### config.mk
export PLATFORM = sky130hd
export DESIGN_NAME = cart_bankmap
export DESIGN_NICKNAME = d
export VERILOG_FILES = /design/src/rtl/cart_bankmap_pkg.sv /design/src/rtl/cbm_rst_sync.sv /design/src/rtl/cbm_ctrl_reg.sv /design/src/rtl/cbm_prg_xlate.sv /design/src/rtl/cbm_vram_gate.sv /design/src/rtl/cart_bankmap.sv
export SDC_FILE = /design/constraint.sdc
export NUM_CORES = 1
export LEC_CHECK = 0
export BUFFER_PORTS_ARGS = -buffer_cell sky130_fd_sc_hd__buf_4
export CELL_PAD_IN_SITES_DETAIL_PLACEMENT = 1
export CELL_PAD_IN_SITES_GLOBAL_PLACEMENT = 1
export CORE_MARGIN = 5
export CORE_UTILIZATION = 12
export CTS_CLUSTER_SIZE = 24
export DETAILED_ROUTE_END_ITERATION = 10
export PLACE_DENSITY = 0.81
export SLEW_MARGIN = 20
export SYNTH_ARGS = -nofsm -noshare
export SYNTH_HDL_FRONTEND = slang
export SYNTH_SLANG_ARGS = --single-unit
export TNS_END_PERCENT = 1
### constraint.sdc
create_clock -name clk -period 0.8 [get_ports clk]
set_input_delay 0.04 -clock clk [delete_from_list [all_inputs] [get_ports clk]]
set_output_delay 0.04 -clock clk [all_outputs]
set_load 0.02 [all_outputs]
### src/rtl/cart_bankmap_pkg.sv
package cart_bankmap_pkg;
  localparam int unsigned WIN_AW     = 14;  // 16 KiB program window
  localparam int unsigned CHR_AW     = 13;  // 8 KiB character RAM
  localparam int unsigned SEL_W      = 3;   // bank field width in control byte
  localparam int unsigned SEL_LSB    = 4;   // bank field position
  localparam int unsigned CHR_EN_BIT = 0;   // character RAM switch position

  typedef struct packed {
    logic [SEL_W-1:0] bank;
    logic             chr_en;
  } ctrl_t;
endpackage

### src/rtl/cbm_rst_sync.sv
module cbm_rst_sync #(
  parameter int unsigned STAGES = 2
) (
  input  logic clk,
  input  logic rst_n,
  output logic rst_sync_n
);
  logic [STAGES-1:0] pipe_q;
  logic [STAGES-1:0] pipe_d;

  always_comb begin
    pipe_d = {pipe_q[STAGES-2:0], 1'b1};
  end

  always_ff @(posedge clk or negedge rst_n) begin
    if (!rst_n) pipe_q <= '0;
    else        pipe_q <= pipe_d;
  end

  assign rst_sync_n = pipe_q[STAGES-1];
endmodule

### src/rtl/cbm_ctrl_reg.sv
module cbm_ctrl_reg
  import cart_bankmap_pkg::*;
(
  input  logic       clk,
  input  logic       rst_n,
  input  logic       cpu_hi,     // CPU address bit 15
  input  logic       cpu_wr,
  input  logic [7:0] cpu_wdata,
  input  logic [7:0] rom_rdata,
  output ctrl_t      ctrl_q
);
  logic [7:0] merged;
  logic       load_en;
  ctrl_t      ctrl_d;

  // next-state: bus conflict merge and field extraction
  always_comb begin
    merged        = cpu_wdata & rom_rdata;
    load_en       = cpu_wr & cpu_hi;
    ctrl_d.bank   = merged[SEL_LSB +: SEL_W];
    ctrl_d.chr_en = merged[CHR_EN_BIT];
  end

  always_ff @(posedge clk or negedge rst_n) begin
    if (!rst_n)       ctrl_q <= '0;
    else if (load_en) ctrl_q <= ctrl_d;
  end

  assert_ignore_low_R1: assert property (@(posedge clk) disable iff (!rst_n)
    !(cpu_wr && cpu_hi) |=> $stable(ctrl_q));

  assert_conflict_and_R2: assert property (@(posedge clk) disable iff (!rst_n)
    (cpu_wr && cpu_hi) |=>
      (ctrl_q.bank == $past(cpu_wdata[6:4] & rom_rdata[6:4])) &&
      (ctrl_q.chr_en == $past(cpu_wdata[0] & rom_rdata[0])));
endmodule

### src/rtl/cbm_prg_xlate.sv
module cbm_prg_xlate
  import cart_bankmap_pkg::*;
#(
  parameter int unsigned PRG_BANKS = 8,
  parameter int unsigned BANK_W    = 3,
  parameter int unsigned ROM_AW    = BANK_W + WIN_AW
) (
  input  logic              clk,
  input  logic              rst_n,
  input  logic [SEL_W-1:0]  bank_sel,
  input  logic [14:0]       win_addr,   // CPU A14:A0
  output logic [ROM_AW-1:0] rom_addr
);
  localparam int unsigned LAST_BANK = PRG_BANKS - 1;

  logic [BANK_W-1:0] sw_bank;
  logic [BANK_W-1:0] use_bank;

  always_comb begin
    sw_bank  = BANK_W'(32'(bank_sel) % PRG_BANKS);
    use_bank = win_addr[14] ? BANK_W'(LAST_BANK) : sw_bank;
    rom_addr = {use_bank, win_addr[WIN_AW-1:0]};
  end

  assert_fixed_last_R4: assert property (@(posedge clk) disable iff (!rst_n)
    win_addr[14] |-> (32'(rom_addr[ROM_AW-1:WIN_AW]) == LAST_BANK));

  assert_bank_range_R9: assert property (@(posedge clk) disable iff (!rst_n)
    32'(rom_addr[ROM_AW-1:WIN_AW]) < PRG_BANKS);
endmodule

### src/rtl/cbm_vram_gate.sv
module cbm_vram_gate
  import cart_bankmap_pkg::*;
(
  input  logic              clk,
  input  logic              rst_n,
  input  logic              chr_en,
  input  logic [13:0]       ppu_addr,
  input  logic [7:0]        ppu_wdata,
  input  logic              ppu_rd,
  input  logic              ppu_wr,
  input  logic [7:0]        chr_rdata,
  output logic [CHR_AW-1:0] chr_addr,
  output logic [7:0]        chr_wdata,
  output logic              chr_ce,
  output logic              chr_we,
  output logic [7:0]        ppu_rdata
);
  logic pattern_hit;
  logic pass;

  always_comb begin
    pattern_hit = ~ppu_addr[13];
    pass        = chr_en & pattern_hit;
    chr_addr    = ppu_addr[CHR_AW-1:0];
    chr_wdata   = ppu_wdata;
    chr_ce      = pass & (ppu_rd | ppu_wr);
    chr_we      = pass & ppu_wr;
    ppu_rdata   = (pass & ppu_rd) ? chr_rdata : 8'h00;
  end

  assert_off_silent_R6: assert property (@(posedge clk) disable iff (!rst_n)
    !chr_en |-> (!chr_we && !chr_ce && (ppu_rdata == 8'h00)));

  assert_we_needs_strobe_R5: assert property (@(posedge clk) disable iff (!rst_n)
    chr_we |-> (ppu_wr && chr_ce));
endmodule

### src/rtl/cart_bankmap.sv
module cart_bankmap
  import cart_bankmap_pkg::*;
#(
  parameter int unsigned PRG_BANKS = 8,
  localparam int unsigned BANK_W   = (PRG_BANKS > 1) ? $clog2(PRG_BANKS) : 1,
  localparam int unsigned ROM_AW   = BANK_W + WIN_AW
) (
  input  logic              clk,
  input  logic              rst_n,
  input  logic [15:0]       cpu_addr,
  input  logic [7:0]        cpu_wdata,
  input  logic              cpu_wr,
  input  logic [7:0]        rom_rdata,
  output logic [ROM_AW-1:0] rom_addr,
  input  logic [13:0]       ppu_addr,
  input  logic [7:0]        ppu_wdata,
  input  logic              ppu_rd,
  input  logic              ppu_wr,
  input  logic [7:0]        chr_rdata,
  output logic [12:0]       chr_addr,
  output logic [7:0]        chr_wdata,
  output logic              chr_ce,
  output logic              chr_we,
  output logic [7:0]        ppu_rdata,
  input  logic              mirror_strap,
  output logic              mirror_sel
);
  logic  rst_core_n;
  ctrl_t ctrl_q;

  cbm_rst_sync #(.STAGES(2)) u_rst (
    .clk        (clk),
    .rst_n      (rst_n),
    .rst_sync_n (rst_core_n)
  );

  cbm_ctrl_reg u_ctrl (
    .clk       (clk),
    .rst_n     (rst_core_n),
    .cpu_hi    (cpu_addr[15]),
    .cpu_wr    (cpu_wr),
    .cpu_wdata (cpu_wdata),
    .rom_rdata (rom_rdata),
    .ctrl_q    (ctrl_q)
  );

  cbm_prg_xlate #(
    .PRG_BANKS (PRG_BANKS),
    .BANK_W    (BANK_W),
    .ROM_AW    (ROM_AW)
  ) u_prg (
    .clk      (clk),
    .rst_n    (rst_core_n),
    .bank_sel (ctrl_q.bank),
    .win_addr (cpu_addr[14:0]),
    .rom_addr (rom_addr)
  );

  cbm_vram_gate u_chr (
    .clk       (clk),
    .rst_n     (rst_core_n),
    .chr_en    (ctrl_q.chr_en),
    .ppu_addr  (ppu_addr),
    .ppu_wdata (ppu_wdata),
    .ppu_rd    (ppu_rd),
    .ppu_wr    (ppu_wr),
    .chr_rdata (chr_rdata),
    .chr_addr  (chr_addr),
    .chr_wdata (chr_wdata),
    .chr_ce    (chr_ce),
    .chr_we    (chr_we),
    .ppu_rdata (ppu_rdata)
  );

  assign mirror_sel = mirror_strap;
endmodule

# After elaboration in Yosys (flattened, before gate mapping)
# Index checks and enable logic that the tools add are counted.
[classes]
muxes = 2
n_bitwise = 8
[ops]
columns = ["cell", "n"]
rows = [
  ["two-way mux 8 bit", 1],
  ["bitwise AND 7 bit", 1],
  ["bitwise AND 1 bit", 5],
  ["two-way mux 3 bit", 1],
  ["NOT 1 bit", 1],
  ["bitwise OR 1 bit", 1],
]
[word_totals]
reg_bits = 6
input_bits = 68
out_inout_bits = 49

# Longest topological paths before layout
[depth]
ltp_word = 4
ltp_mapped = 2
mapped_depth_nobuf = 2

# By module
# From an unflattened synthesis, not the netlist that was laid out.
[hier_totals]
hier_cells = 71
hier_area_um2 = 615.6
[by_module_without_submodules]
columns = ["mod", "instances", "cells_per_inst", "area_each_um2", "seq_area_each_um2"]
rows = [
  ["cbm_vram_gate", 1, 33, 246.5, 0.0],
  ["cbm_ctrl_reg", 1, 17, 183.9, 100.1],
  ["cbm_prg_xlate", 1, 17, 123.9, 0.0],
  ["cbm_rst_sync", 1, 3, 53.8, 50.0],
  ["cart_bankmap", 1, 1, 7.5, 0.0],
]

# Worst setup path before layout
# Ideal clock, no wire load.
[synth_timing]
kind = "flip-flop to output port"
from = "register, netlist name u_ctrl.ctrl_q[0]"
to = "output chr_we"
arrival_time_ns = 0.889
path_slack_ns = -0.129
stages_incl_launch_ff = 3
path_buffers = 0
cell_sequence = "dfrtp_1 -> inv_1 -> nor3b_1"
[synth_between]
elab_chain_cells = 2
[synth_lines]
columns = ["item", "line_no", "rtl"]
rows = [
  ["bitwise AND 1 bit", "cbm_vram_gate.sv:23", "pass = chr_en & pattern_hit;"],
  ["bitwise AND 1 bit", "cbm_vram_gate.sv:27", "chr_we = pass & ppu_wr;"],
  ["end, declared", "cart_bankmap.sv:23", "output logic chr_we,"],
]
# No other way between the ends.

# Worst setup path in the final report
[layout_timing]
from = "register, netlist name u_ctrl.ctrl_q[0]"
to = "output ppu_rdata[0]"
[layout_between]
elab_chain_cells = 3
[layout_lines]
columns = ["item", "line_no", "rtl"]
rows = [
  ["bitwise AND 1 bit", "cbm_vram_gate.sv:23", ""],
  ["bitwise AND 1 bit", "cbm_vram_gate.sv:28", "ppu_rdata = (pass & ppu_rd) ? chr_rdata : 8'h00;"],
  ["two-way mux 8 bit", "cbm_vram_gate.sv:28", ""],
  ["end, declared", "cart_bankmap.sv:24", "output logic [7:0] ppu_rdata,"],
]
# No other way between the ends.

==> impl_results.md <==
* Status: finished, violations left
* Failing checks: negative setup slack
* CP required at 0.76 ns
* Net Sw Frac at 23.6%
* Crit end category: output port
* Synth warn at 0
* Synth Flop Type: dfrtp_1
* Cells after synthesis at 71
* Ant. Diodes at 0
* CTS tree: built
* Final total power at 0.00110 W
* Final nets at 147
* Clk pin slew, worst setup/hold paths at 0.04 ns
* Crit path DAT at 1.12 ns
* Number of flops mapped to enable cells by yosys at 0
* Power share of the clock group at 40.6%
* Chip height at 79.9 um
* Avg Cell Area, Syn at 8.25 um2
* R2R depth at 3
* Post-DR wirelength/cell at 10.2 um
* Max Slew Vio Count at 0
* Vias post-DR at 436
* Root Buffer: clkbuf_8
* Top cell type's share of synthesized area at 46.2%
* Ys async rst share at 100%
* Via density at 3.03
* Critical-path top delay cell: dfrtp_1
* Leading cell types by count after synthesis: 36 x buf_4, 9 x and2_1, 6 x dfrtp_1, 4 x inv_1, 4 x nand4_1
* Yosys cell types at 13
* Initial antenna violation count at 0
* Num CTS Buffers at 3
* DP Wirelength at 1.24 mm
* Switching power at 0.000259 W
* Critical-path cell list: and3b_2 > and2_4 > buf_6
* Placer Congestion at 0.601
* Syn_nets at 139
* F_max at 862 MHz
* Crit path time final at 1.16 ns
* Detailed-route DRC error count at 0
* I/O Pins at 117
* Clk Latency, worst-skew pair at 0.22 ns
* RSZ-0062 raised after global routing: yes
* Seq/Total Area, Yosys at 25.6%
* Largest area contributor in the netlist: buf_4
* Initial core utilization at 12.4%
* Synth area leaders: buf_4 46%, dfrtp_1 26%, and2_1 9.6%
* Combinational Power Share at 27.5%
* Worst path depth at 3
* Ratio of cells with drive above 1 in the final layout at 71.4%
* Final wirelength at 1.47 mm
* Port Buffers at 36
* Seq pwr share at 31.8%
* CP Max Fanout at 8
* Final hold viol count at 0
* Syn Std Cell Area at 586 um2
* WHS at 0.0570 ns
* Final setup fails at 14
* Clock buffer depth at 2
* Family with the most delay on the worst path: simple AND/OR/NAND/NOR gates
* Slowest cell delay on critical path at 0.37 ns
* Die Width at 79.9 um
* Setup crit start kind: flop
* GR Util All Layers at 4.77%
* First-pass GRT wire length at 2.15 mm
* Filler cells at 556
* Antenna Nets Post-Route at 0
* Max-cap violations at 0
* WP buf/inv at 1
* Int Pwr at 0.000840 W
* Final worst setup slack at -0.360 ns
* Vias in the first global route at 450
* Die ar. at 6380 um2
* Max Clock Skew at 0.00165 ns
* Initial DRT Pass Iterations at 4
* Sink Count at 6
* Largest net degree at the start of global routing at 9
* H-tree Lvls at 1
* Total congestion overflow at 0
* Layout area overhead at 39.1%
* Num rows at 25
* LEAKAGE at 0.384 nW
* Min-Delay Path Class: flop to async pin
* Kind of critical path: flop to output port
* Register bit total from synthesis at 6
* Pwr dens at 1350 nW/um2
* Final period util at 145%
* Core Util, Final at 17.2%
* CORE AREA at 4720 um2
* DRC marker count from the first detailed-route iteration at 1
* Top-count cell post-synth: buf_4
* Maximum VDD drop at 0.405 mV
-- power groups by stage --
stage	Sequential, W	Clock, W	Combinational, W
after floorplan	0.000347	0	0.000358
after global placement	0.000351	0	0.000256
after detailed placement	0.000353	0	0.000262
after CTS	0.000351	0.000465	0.000305
after global routing	0.000355	0.000481	0.000328
final	0.000350	0.000447	0.000303
-- cell type report --
class	instances	area, um2	share of cell area [%]
flip-flops and latches	6	150	18.4
clock buffers	3	41.3	5.07
multi-input cells	25	188	23.0
well taps	67	83.8	10.3
repair buffers	39	337	41.3
inverters	4	15.0	1.84
-- state kept, by name, indices dropped and copies added, names as in the netlist --
signal,flops
u_ctrl.ctrl_q,4
u_rst.pipe_q,2
-- repair_timing --
item	in CTS	in global routing
endpoints found under the hold margin	2	0
buffers inserted	0	0
gates cloned	0	0
hold buffers	1	0
pin swaps	9	1
setup endpoints to repair	14	14
gates resized for setup	22	1
-- cells in the final DEF (no fill, tap or decap), drive strengths merged --
master | netlist | final
and2 | 9 | 9
conb | 1 | 1
inv | 4 | 4
dfrtp | 6 | 6
clkbuf | 0 | 3
and3b | 1 | 1
o21ai | 4 | 4
buf | 36 | 38
nor3b | 1 | 1
nor2 | 1 | 1
or2 | 3 | 3
nand4 | 4 | 4
nor3 | 1 | 1
dlygate4sd3 | 0 | 1
-- routing by layer --
layer / track usage [%] / vias to the layer above / routed length, um
met5: 0 / - / 0
met4: 4.90 / 0 / 72
met1: 5.11 / 183 / 569
met3: 3.39 / 12 / 287
li1: - / 198 / -
met2: 5.76 / 43 / 538
-- through the flow --
stage	cell area (um2)	setup WS, ns	setup TNS [ns]	instances
4_1_cts	810	-0.385	-4.18	144
3_3_place_gp	689	-0.133	-1.11	140
5_1_grt	815	-0.415	-4.64	144
2_1_floorplan	591	-0.122	-0.343	71
3_5_place_dp	689	-0.160	-1.35	140
6_report	815	-0.360	-3.91	144
-- worst reg2reg max path, stage by stage (launching register included) --
cell     delay (ns)
dfrtp_1        0.37
inv_1          0.13
buf_4          0.13
o21ai_0        0.07
-- logic make-up after synthesis --
kind of cell,count (synthesis),synth area share (%)
flip-flops,6,25.6
AO/OA/AOI/OAI,4,3.42
buffers and inverters,40,48.7
other,1,0.640
AND/OR/NAND/NOR,20,21.6
-- worst paths after layout --
kind | start | endpoint | slack [ns]
max reg2reg | u_ctrl.ctrl_q[0] | u_ctrl.ctrl_q[0] | -0.02
min | u_rst.pipe_q[1] | u_ctrl.ctrl_q[0] | 0.06
min reg2reg | u_rst.pipe_q[1] | u_ctrl.ctrl_q[0] | 0.06
max | u_ctrl.ctrl_q[0] | ppu_rdata[0] | -0.36
min in group clk | ppu_addr[3] | chr_addr[3] | 0.08
max in group asynchronous | rst_n | u_rst.pipe_q[1] | 0.56
Note: power is estimated with default switching activity, not from simulation.
